==> config.mk <==
export PLATFORM = sky130hd
export DESIGN_NAME = prio_irq_collector
export DESIGN_NICKNAME = d
export VERILOG_FILES = /design/src/rtl/icol_pkg.sv /design/src/rtl/icol_src_bank.sv /design/src/rtl/icol_arbiter.sv /design/src/rtl/icol_level_track.sv /design/src/rtl/prio_irq_collector.sv
export SDC_FILE = /design/constraint.sdc
export NUM_CORES = 1
export LEC_CHECK = 0
export CAP_MARGIN = 10
export CORE_AREA = 2 2 134 149
export CTS_CLUSTER_SIZE = 8
export DETAILED_ROUTE_END_ITERATION = 8
export DIE_AREA = 0 0 136 151
export SETUP_SLACK_MARGIN = 0.3
export SKIP_LAST_GASP = 1
export SYNTH_ARGS = -nofsm -noshare
export SYNTH_HDL_FRONTEND = slang
export SYNTH_SLANG_ARGS = --single-unit
==> constraint.sdc <==
create_clock -name clk -period 31.7 [get_ports clk]
set_clock_uncertainty 0.05 [all_clocks]
set_input_delay 6.34 -clock clk [delete_from_list [all_inputs] [get_ports clk]]
set_output_delay 6.34 -clock clk [all_outputs]
set_load 0.02 [all_outputs]
==> src/rtl/icol_pkg.sv <==
package icol_pkg;
  localparam int DATA_W  = 32;
  localparam int VEC_W   = 7;
  localparam int EN_BIT  = 4;
  localparam int LVL_POS = 8;
  localparam logic [VEC_W-1:0] NO_SRC = 7'h7f;

  typedef enum logic [1:0] {
    SUB_DIRECT = 2'd0,
    SUB_SET    = 2'd1,
    SUB_CLR    = 2'd2,
    SUB_RSVD   = 2'd3
  } sub_e;
endpackage

==> src/rtl/icol_src_bank.sv <==
module icol_src_bank
  import icol_pkg::*;
#(
  parameter int NUM_SRC = 16,
  parameter int LVL_W   = 2,
  parameter int ADDR_W  = 12
) (
  input  logic                            clk,
  input  logic                            rst,
  input  logic                            wr_i,
  input  logic [ADDR_W-1:0]               addr_i,
  input  logic [DATA_W-1:0]               wdata_i,
  output logic [NUM_SRC-1:0]              en_o,
  output logic [NUM_SRC-1:0][LVL_W-1:0]   prio_o,
  output logic                            rd_hit_o,
  output logic [DATA_W-1:0]               rd_word_o
);
  localparam int SLOT_W = ADDR_W - 4;
  localparam logic [SLOT_W-1:0] BASE_SLOT = SLOT_W'(16);
  localparam logic [SLOT_W-1:0] END_SLOT  = SLOT_W'(16 + NUM_SRC);

  logic [SLOT_W-1:0] slot, rel;
  logic              in_bank;
  sub_e              sub;
  logic              unused_bits;

  assign slot    = addr_i[ADDR_W-1:4];
  assign in_bank = (slot >= BASE_SLOT) && (slot < END_SLOT);
  assign rel     = slot - BASE_SLOT;
  assign sub     = sub_e'(addr_i[3:2]);
  assign unused_bits = ^{wdata_i, addr_i[1:0]};

  for (genvar g = 0; g < NUM_SRC; g++) begin : g_src
    logic             hit;
    logic             en_q;
    logic [LVL_W-1:0] prio_q;

    assign hit = wr_i && in_bank && (rel == SLOT_W'(g));

    always_ff @(posedge clk) begin
      if (rst) begin
        en_q   <= 1'b0;
        prio_q <= '0;
      end else if (hit) begin
        case (sub)
          SUB_DIRECT: begin
            en_q   <= wdata_i[EN_BIT];
            prio_q <= wdata_i[LVL_W-1:0];
          end
          SUB_SET: begin
            en_q   <= en_q | wdata_i[EN_BIT];
            prio_q <= prio_q | wdata_i[LVL_W-1:0];
          end
          SUB_CLR: begin
            en_q   <= en_q & ~wdata_i[EN_BIT];
            prio_q <= prio_q & ~wdata_i[LVL_W-1:0];
          end
          default: ;
        endcase
      end
    end

    assign en_o[g]   = en_q;
    assign prio_o[g] = prio_q;

    AST_SET_ALIAS_ENABLES: assert property (@(posedge clk) disable iff (rst)
      hit && (sub == SUB_SET) && wdata_i[EN_BIT] |=> en_q) else $error("set alias");
    AST_CLR_ALIAS_DISABLES: assert property (@(posedge clk) disable iff (rst)
      hit && (sub == SUB_CLR) && wdata_i[EN_BIT] |=> !en_q) else $error("clear alias");
    AST_SET_KEEPS_PRIO: assert property (@(posedge clk) disable iff (rst)
      hit && (sub == SUB_SET) && (wdata_i[LVL_W-1:0] == '0) |=> $stable(prio_q)) else $error("set prio");
  end

  assign rd_hit_o = in_bank;

  always_comb begin
    rd_word_o = '0;
    for (int i = 0; i < NUM_SRC; i++) begin
      if (in_bank && (rel == SLOT_W'(i))) begin
        rd_word_o[EN_BIT]      = en_o[i];
        rd_word_o[LVL_W-1:0]   = prio_o[i];
      end
    end
  end
endmodule

==> src/rtl/icol_arbiter.sv <==
module icol_arbiter #(
  parameter int NUM_SRC = 16,
  parameter int LVL_W   = 2,
  parameter int IDX_W   = 4
) (
  input  logic [NUM_SRC-1:0]            req_i,
  input  logic [NUM_SRC-1:0][LVL_W-1:0] prio_i,
  output logic                          found_o,
  output logic [IDX_W-1:0]              win_idx_o,
  output logic [LVL_W-1:0]              win_lvl_o
);
  // Walk from the highest index down; ">=" lets a lower index take over a tie.
  always_comb begin
    found_o   = 1'b0;
    win_idx_o = '0;
    win_lvl_o = '0;
    for (int i = NUM_SRC - 1; i >= 0; i--) begin
      if (req_i[i] && (!found_o || (prio_i[i] >= win_lvl_o))) begin
        found_o   = 1'b1;
        win_idx_o = IDX_W'(i);
        win_lvl_o = prio_i[i];
      end
    end
  end
endmodule

==> src/rtl/icol_level_track.sv <==
module icol_level_track #(
  parameter int NUM_LVL = 4,
  parameter int LVL_W   = 2
) (
  input  logic               clk,
  input  logic               rst,
  input  logic               raise_i,
  input  logic [LVL_W-1:0]   raise_lvl_i,
  input  logic               ack_wr_i,
  input  logic [NUM_LVL-1:0] ack_data_i,
  output logic [NUM_LVL-1:0] in_svc_o,
  output logic               busy_o,
  output logic [LVL_W-1:0]   top_lvl_o
);
  logic [NUM_LVL-1:0] in_svc_q;
  logic               ack_onehot, ack_ok;
  logic [NUM_LVL-1:0] clr_mask, set_mask;

  assign ack_onehot = (ack_data_i != '0) &&
                      ((ack_data_i & (ack_data_i - NUM_LVL'(1))) == '0);
  assign ack_ok     = ack_wr_i && ack_onehot && ((ack_data_i & in_svc_q) != '0);
  assign clr_mask   = ack_ok ? ack_data_i : '0;
  assign set_mask   = raise_i ? (NUM_LVL'(1) << raise_lvl_i) : '0;

  always_ff @(posedge clk) begin
    if (rst) in_svc_q <= '0;
    else     in_svc_q <= (in_svc_q & ~clr_mask) | set_mask;
  end

  always_comb begin
    top_lvl_o = '0;
    for (int l = 0; l < NUM_LVL; l++) begin
      if (in_svc_q[l]) top_lvl_o = LVL_W'(l);
    end
  end

  assign busy_o   = |in_svc_q;
  assign in_svc_o = in_svc_q;

  AST_ACK_IGNORED: assert property (@(posedge clk) disable iff (rst)
    ack_wr_i && !ack_ok && !raise_i |=> in_svc_q == $past(in_svc_q)) else $error("bad ack changed mask");
  AST_ACK_CLEARS: assert property (@(posedge clk) disable iff (rst)
    ack_ok |=> (in_svc_q & $past(ack_data_i)) == '0) else $error("ack did not clear");
  AST_RAISE_MARKS: assert property (@(posedge clk) disable iff (rst)
    raise_i |=> in_svc_q[$past(raise_lvl_i)]) else $error("raise not marked");
endmodule

==> src/rtl/prio_irq_collector.sv <==
module prio_irq_collector
  import icol_pkg::*;
#(
  parameter int NUM_SRC = 16,
  parameter int NUM_LVL = 4,
  parameter int ADDR_W  = 12
) (
  input  logic               clk,
  input  logic               rst,
  input  logic [NUM_SRC-1:0] src_i,
  input  logic               bus_wr,
  input  logic               bus_rd,
  input  logic [ADDR_W-1:0]  bus_addr,
  input  logic [31:0]        bus_wdata,
  output logic [31:0]        bus_rdata,
  output logic               irq_o
);
  localparam int LVL_W = (NUM_LVL > 1) ? $clog2(NUM_LVL) : 1;
  localparam int IDX_W = (NUM_SRC > 1) ? $clog2(NUM_SRC) : 1;
  localparam logic [ADDR_W-1:0] ADDR_STAT = ADDR_W'('h000);
  localparam logic [ADDR_W-1:0] ADDR_VEC  = ADDR_W'('h010);
  localparam logic [ADDR_W-1:0] ADDR_ACK  = ADDR_W'('h020);

  logic [NUM_SRC-1:0]            en;
  logic [NUM_SRC-1:0][LVL_W-1:0] prio;
  logic [NUM_SRC-1:0]            req;
  logic                          bank_hit;
  logic [DATA_W-1:0]             bank_word;
  logic                          found;
  logic [IDX_W-1:0]              win_idx;
  logic [LVL_W-1:0]              win_lvl;
  logic [NUM_LVL-1:0]            in_svc;
  logic                          busy;
  logic [LVL_W-1:0]              top_lvl;
  logic                          eligible, raise, vec_wr, ack_wr;

  logic                          irq_q, live_q;
  logic [IDX_W-1:0]              sel_q;
  logic [LVL_W-1:0]              lvl_q;
  logic [DATA_W-1:0]             stat_word;
  logic [DATA_W-1:0]             rdata_q;

  icol_src_bank #(.NUM_SRC(NUM_SRC), .LVL_W(LVL_W), .ADDR_W(ADDR_W)) u_bank (
    .clk       (clk),
    .rst       (rst),
    .wr_i      (bus_wr),
    .addr_i    (bus_addr),
    .wdata_i   (bus_wdata),
    .en_o      (en),
    .prio_o    (prio),
    .rd_hit_o  (bank_hit),
    .rd_word_o (bank_word)
  );

  assign req = src_i & en;

  icol_arbiter #(.NUM_SRC(NUM_SRC), .LVL_W(LVL_W), .IDX_W(IDX_W)) u_arb (
    .req_i     (req),
    .prio_i    (prio),
    .found_o   (found),
    .win_idx_o (win_idx),
    .win_lvl_o (win_lvl)
  );

  assign eligible = found && (!busy || (win_lvl > top_lvl));
  assign raise    = !irq_q && eligible;
  assign vec_wr   = bus_wr && (bus_addr == ADDR_VEC);
  assign ack_wr   = bus_wr && (bus_addr == ADDR_ACK);

  icol_level_track #(.NUM_LVL(NUM_LVL), .LVL_W(LVL_W)) u_lvl (
    .clk         (clk),
    .rst         (rst),
    .raise_i     (raise),
    .raise_lvl_i (win_lvl),
    .ack_wr_i    (ack_wr),
    .ack_data_i  (bus_wdata[NUM_LVL-1:0]),
    .in_svc_o    (in_svc),
    .busy_o      (busy),
    .top_lvl_o   (top_lvl)
  );

  // Presentation state: request flag, latched source, its level, and whether it is still live.
  always_ff @(posedge clk) begin
    if (rst) begin
      irq_q  <= 1'b0;
      live_q <= 1'b0;
      sel_q  <= '0;
      lvl_q  <= '0;
    end else if (irq_q) begin
      if (vec_wr) begin
        irq_q  <= 1'b0;
        live_q <= 1'b0;
        lvl_q  <= '0;
      end else if (!req[sel_q]) begin
        live_q <= 1'b0;
      end
    end else if (raise) begin
      irq_q  <= 1'b1;
      live_q <= 1'b1;
      sel_q  <= win_idx;
      lvl_q  <= win_lvl;
    end
  end

  always_comb begin
    stat_word = '0;
    stat_word[VEC_W-1:0] = (irq_q && live_q) ? VEC_W'(sel_q) : NO_SRC;
    if (irq_q) stat_word[LVL_POS +: LVL_W] = lvl_q;
    stat_word[DATA_W-1] = irq_q;
  end

  always_ff @(posedge clk) begin
    if (rst) begin
      rdata_q <= '0;
    end else if (bus_rd) begin
      if (bus_addr == ADDR_STAT)     rdata_q <= stat_word;
      else if (bus_addr == ADDR_ACK) rdata_q <= DATA_W'(in_svc);
      else if (bank_hit)             rdata_q <= bank_word;
      else                           rdata_q <= '0;
    end
  end

  assign bus_rdata = rdata_q;
  assign irq_o     = irq_q;

  AST_VECWR_DROPS: assert property (@(posedge clk) disable iff (rst)
    vec_wr |=> !irq_q) else $error("vector write kept request");
  AST_RAISE_ABOVE_SVC: assert property (@(posedge clk) disable iff (rst)
    $rose(irq_q) |-> (($past(in_svc) == '0) || (lvl_q > $past(top_lvl)))) else $error("raise not above service");
  AST_RAISE_FROM_WINNER: assert property (@(posedge clk) disable iff (rst)
    $rose(irq_q) |-> $past(found) && live_q) else $error("raise without pending source");
  AST_HOLD_UNTIL_VECWR: assert property (@(posedge clk) disable iff (rst)
    irq_q && !vec_wr |=> irq_q && $stable(lvl_q) && $stable(sel_q)) else $error("request changed while presented");
endmodule

# == Yosys cells after proc, flatten, opt, wreduce, memory -nomap -nowiden ==
# Cells that the tools add are included.
# op_classes
n_addsub,2
n_mul,0
div_mod_pow,0
magnitude_cmp,19
eq_ne,21
shift,1
n_mux,134
bitwise,73
reduce_logical,118
# ops
op,n
case mux 2 bit (3 select lines),16
two-way mux 2 bit,38
two-way mux 4 bit,18
"== test 8 x 4 -> 1 bit, second input constant",8
logical AND 1 bit,57
case mux 1 bit (3 select lines),16
two-way mux 1 bit,41
AND reduction 2 bit,19
AND 2 bit,16
"== test 8 x 3 -> 1 bit, second input constant",4
two-way mux 32 bit,1
OR 2 bit,16
>= comparator 2 bit,15
logical NOT 1 bit,17
AND 1 bit,16
AND 16 bit,1
"== test 8 x 2 -> 1 bit, second input constant",2
logical OR 1 bit,16
OR 1 bit,16
AND 4 bit,3
"== test 12 x 5 -> 1 bit, second input constant",1
"== test 12 x 6 -> 1 bit, second input constant",1
logical NOT 12 bit,1
two-way mux 5 bit,2
25 further kinds,27
# word_totals
regBits,92
latchBits,0
ramBits,0
romBits,0
in_bits,64
output_inout_bits,33
elab_cells,406
n_memories,0

# == Depth between registers and ports, before layout ==
# Gate-level depths: netlist (run 1).
# logic_depth
word_depth,68
ltp_mapped,118
mapped_depth_nobuf,115

# == Modules after synthesis ==
# From an unflattened synthesis (run 1), not the netlist that was laid out.
# hier_totals
cells_unflattened,838
area_unflattened_um2,6792.8
# modules_own_cells
mod,n_inst,cells_each,area_each_um2,seq_area_each_um2
icol_src_bank,1,338,2897.8,960.9
prio_irq_collector,1,242,1974.4,800.8
icol_arbiter,1,232,1691.6,0.0
icol_level_track,1,26,229.0,80.1

# == Worst setup path before layout (run 1) ==
# OpenSTA, ideal clock, no wires.
# synth_path
path_type,input to register
from,input port src_i[15]
to,register sel_q[3]
setup_time_ps,65
t_arrival_ps,25478
required_ps,31585
path_slack_ps,6107
cell_stages,115
path_buffers,3
path_cell_list,nand2_1 nor2_1 ha_1 or3b_2 a21oi_1 o2bb2ai_1 ha_1 nand2b_1 a211oi_1 nor2_1 o21ai_0 inv_1 ha_1 nand2b_1 a211o_1 nor2b_1 buf_4 a211oi_2 [... 79 more ...] ha_1 a21boi_0 o311ai_0 nand2_1 or3_1 a211oi_2 nor2_2 nand2_1 ha_1 nand2_1 o21ai_0 a221o_1 clkbuf_1 inv_1 nand2_1 nor2_1 a32oi_1 nor2_1
# synth_via
elab_chain_len,67
word_cells_on_any_way,114
classes_between,order compare: 16; mux: 48; bitwise: 1; reduce/logical: 49
# synth_lines
item,line,text
"start, declared",prio_irq_collector.sv:10,"input logic [NUM_SRC-1:0] src_i,"
AND 16 bit (*),prio_irq_collector.sv:55,assign req = src_i & en;
two-way mux 2 bit or two-way mux 1 bit (tied branches),icol_arbiter.sv:18,if (req_i[i] && (!found_o || (prio_i[i] >= win_lvl_o))) begin
>= comparator 2 bit or logical NOT 1 bit (tied branches),icol_arbiter.sv:18,
logical OR 1 bit,icol_arbiter.sv:18,
logical AND 1 bit,icol_arbiter.sv:18,
two-way mux 2 bit or two-way mux 1 bit (tied branches),icol_arbiter.sv:18,
>= comparator 2 bit or logical NOT 1 bit (tied branches),icol_arbiter.sv:18,
logical OR 1 bit,icol_arbiter.sv:18,
[... 51 more ...],-,
logical OR 1 bit,icol_arbiter.sv:18,
logical AND 1 bit,icol_arbiter.sv:18,
two-way mux 2 bit,icol_arbiter.sv:18,
greater-than comparator 2 bit,prio_irq_collector.sv:65,assign eligible = found && (!busy || (win_lvl > top_lvl));
logical OR 1 bit,prio_irq_collector.sv:65,
logical AND 1 bit,prio_irq_collector.sv:65,
logical AND 1 bit,prio_irq_collector.sv:66,assign raise = !irq_q && eligible;
AND reduction 2 bit (no line),-,
"end signal, assigned",prio_irq_collector.sv:100,sel_q <= win_idx;
"end, declared",prio_irq_collector.sv:38,logic [IDX_W-1:0] sel_q;
# Every way passes the cells marked *; elsewhere a longest branch is shown, timed or not.
# A chain may end at the register's enable or synchronous reset.

# == Worst setup path after layout (run 1) ==
# Ends and elaborated chain as after synthesis.

==> flow_summary.yaml, run 1 <==
place:
  gp_congestion: 0.982
  dp_hpwl_mm: 13.1
  dp.cells: 987
  portBuffers: 47
  dp_slack_ns: 2.89
  postPlaceCellArea_sq_mm: 0.00607
global_route:
  track_usage: 0.174
  antenna_found_initial: 0
  grt_max_degree: 73
  overflow: 0
  grt_pass1_wl_mm: 27.8
  grt_pass1_vias: 5144
yosys:
  synth_area_leaders: "dfxtp_1 25%, a211oi_1 7.6%, a21oi_1 7.5%"
  synth.most_common_cell: "a21oi_1"
  ys_top_cells_by_count: "82 x a21oi_1, 73 x nor2_1, 69 x dfxtp_1"
  yosysTopAreaCellShare: 0.253
  syn_inst: 722
  synth-edff-count: 0
  netlist_area_sq_mm: 0.00546
  synth_warnings: 0
  synth.distinct_cells: 78
  yosys.area.top_type: "dfxtp_1"
  ys_ff_latch: 69
  ys_async_sr_fraction: 0
  ys_seq_area_frac: 0.253
  avgSynthCellArea_sq_um: 7.56
  yosys_most_used_dff: "dfxtp_1"
drt:
  vias_per_cell: 5.51
  drc_errors: 0
  drt_wl_total_mm: 17.7
  postRouteAntennaNets: 0
  drtIter0Drc: 540
  routedWlPerCell_um: 17.6
  drt_pass1_iterations: 8
  dr_total_vias: 5524
worst_setup_path:
  slowest_delay_ns: 0.81
  crit_path_frequent_cell: "ha_1"
  worstPathRequired_ns: 31.85
  critPathKind: "in -> reg"
  end_kind: "register"
  startpoint_type: "primary input"
  worstPathArrival_ns: 29.03
  worstPathMaxFanout: 11
  slowest_stage: "o311ai_0"
  r2r_setup_slack_ns: 8.94
finish:
  fin_area_sq_mm: 0.00635
  syn2layout_area_growth_pct: 16.3
  post-route-util: 0.335
  fill_cells: 2034
  multi_input_comb_area_sq_mm: 0.00374
  diodes: 0
  fin_cells: 1003
  drive_gt1_frac: 0.0833
  register_area_sq_mm: 0.00138
  nets: 843
timing:
  hold_viol: 0
  setup_ws_ns: 2.82
  slew-limit-headroom: 0.341
  rsz0062_at_grt: "no"
  worst_pin_slew_ns: 0.976
  finalCritPeriodShare: 0.911
  tns_ns: 0
  setup_violations: 0
  drv_slew: 0
  max_freq_mhz: 34.6
  hold_slack_ns: 0.414
  min_period_ns: 28.88
power_and_ir_drop:
  peakVddDrop_uv: 23.8
  power.density_mw_per_mm2: 32.5
  power_leakage_nw: 2.17
  p_total_uw: 206
status:
  status: "finished, final reports clean"
clock_network:
  cts.repair.resized: 0
  root_buffer: "clkbuf_16"
  cts_setup_buffers: 0
  cts_sinks: 69
  hold_buffers: 0
  cts_max_level: 3
  cts_tree: "done"
  clock_path_buffers: 2
  path_clk_slew_ns: 0.06
  clk_latency_ns: 0.34
  cts_buffers: 9
die:
  die_w_um: 136
  io-pin-count: 97
  die-area_sq_mm: 0.0205
  fp-row-count: 53
  initial_core_util: 0.288
  die_h_um: 151
  fp.coreArea_sq_mm: 0.0190
flow_run:
  cap_violations: 0
hold_path:
  hold_path.class: "reg -> reg"
==> logic make-up (layout without fill, tap and decap cells) <==
logic type / after synthesis / after routing / share of synthesized area
buffers and inverters: 89 / 102 / 0.0791
multiplexers: 18 / 18 / 0.0436
AND/OR/NAND/NOR: 252 / 252 / 0.224
other: 1 / 22 / 0.000687
flip-flops: 69 / 69 / 0.253
adder cells (fa/ha/maj): 28 / 28 / 0.0642
AO/OA/AOI/OAI: 265 / 265 / 0.335
==> where the power goes <==
part	internal [mW]	total, mW	switching [mW]
combinational	0.00763	0.0238	0.0162
sequential	0.0871	0.0873	0.000253
clock	0.0552	0.0951	0.0398
==> routing by layer <==
layer	up-vias	track usage	part of all wire
met5	-	0	0
met4	0	0.0661	0.026
met3	26	0.0281	0.056
met2	168	0.284	0.47
met1	2621	0.231	0.45
li1	2709	-	-
==> layout make-up <==
type | instances | area share
flip-flops and latches | 69 | 0.218
multi-input cells | 585 | 0.589
inverters | 31 | 0.0183
repair buffers | 55 | 0.0828
clock buffers | 11 | 0.0382
clock inverters | 5 | 0.00552
well taps | 247 | 0.0487
==> critical path: cells and delay by family <==
family	cells	cell delay, ns
and+or+nand+nor	52	7.89
buffers and inverters	5	0.89
AOI/OAI and AO/OA	38	8.91
adders and majority gates	16	4.10
muxes	3	0.87
==> state kept, by name, summed over array words and instances (netlist names) <==
register / flops
bus_rdata: 9
irq_o: 1
live_q: 1
lvl_q: 2
sel_q: 4
u_bank.g_src.en_q: 16
u_bank.g_src.prio_q: 32
u_lvl.in_svc_o: 4
==> placed cells by master, fill, tap and decap left out, types with 5 or more instances in the layout <==
cell / instances
a211o_1: 5
a211oi_1: 55
a21o_1: 5
a21oi_1: 82
a22oi_1: 5
a311oi_1: 5
a31oi_1: 8
and2_1: 11
and3_1: 7
buf_4: 8
clkbuf_16: 9
clkdlybuf4s50_1: 46
conb_1: 22
dfxtp_1: 69
ha_1: 28
inv_1: 30
mux2_2: 6
mux2i_1: 8
nand2_1: 67
nand2b_1: 17
nand3_1: 29
nor2_1: 73
nor2b_1: 7
nor3_1: 13
o211ai_1: 7
o21ai_0: 31
o22ai_1: 5
or2_2: 5
==> worst paths after layout <==
| path | cells past startpoint | from | end |
|---|---|---|---|
| max | 114 | src_i[15] | sel_q[3]$_SDFFE_PP0P_ |
| min | 2 | bus_rdata[8]$_SDFFE_PP0P_ | bus_rdata[8]$_SDFFE_PP0P_ |
| max reg2reg | 113 | u_bank.g_src[15].en_q$_SDFFE_PP0P_ | sel_q[3]$_SDFFE_PP0P_ |
| min reg2reg | 2 | bus_rdata[8]$_SDFFE_PP0P_ | bus_rdata[8]$_SDFFE_PP0P_ |
Note: power is estimated with default switching activity, not from simulation.
==> inputs of run 2 (changes only) <==
Settings changed: GPL_TIMING_DRIVEN from default to 1.
==> results of run 2 <==
The final DEF is identical to that of run 1; final timing and power are the same.
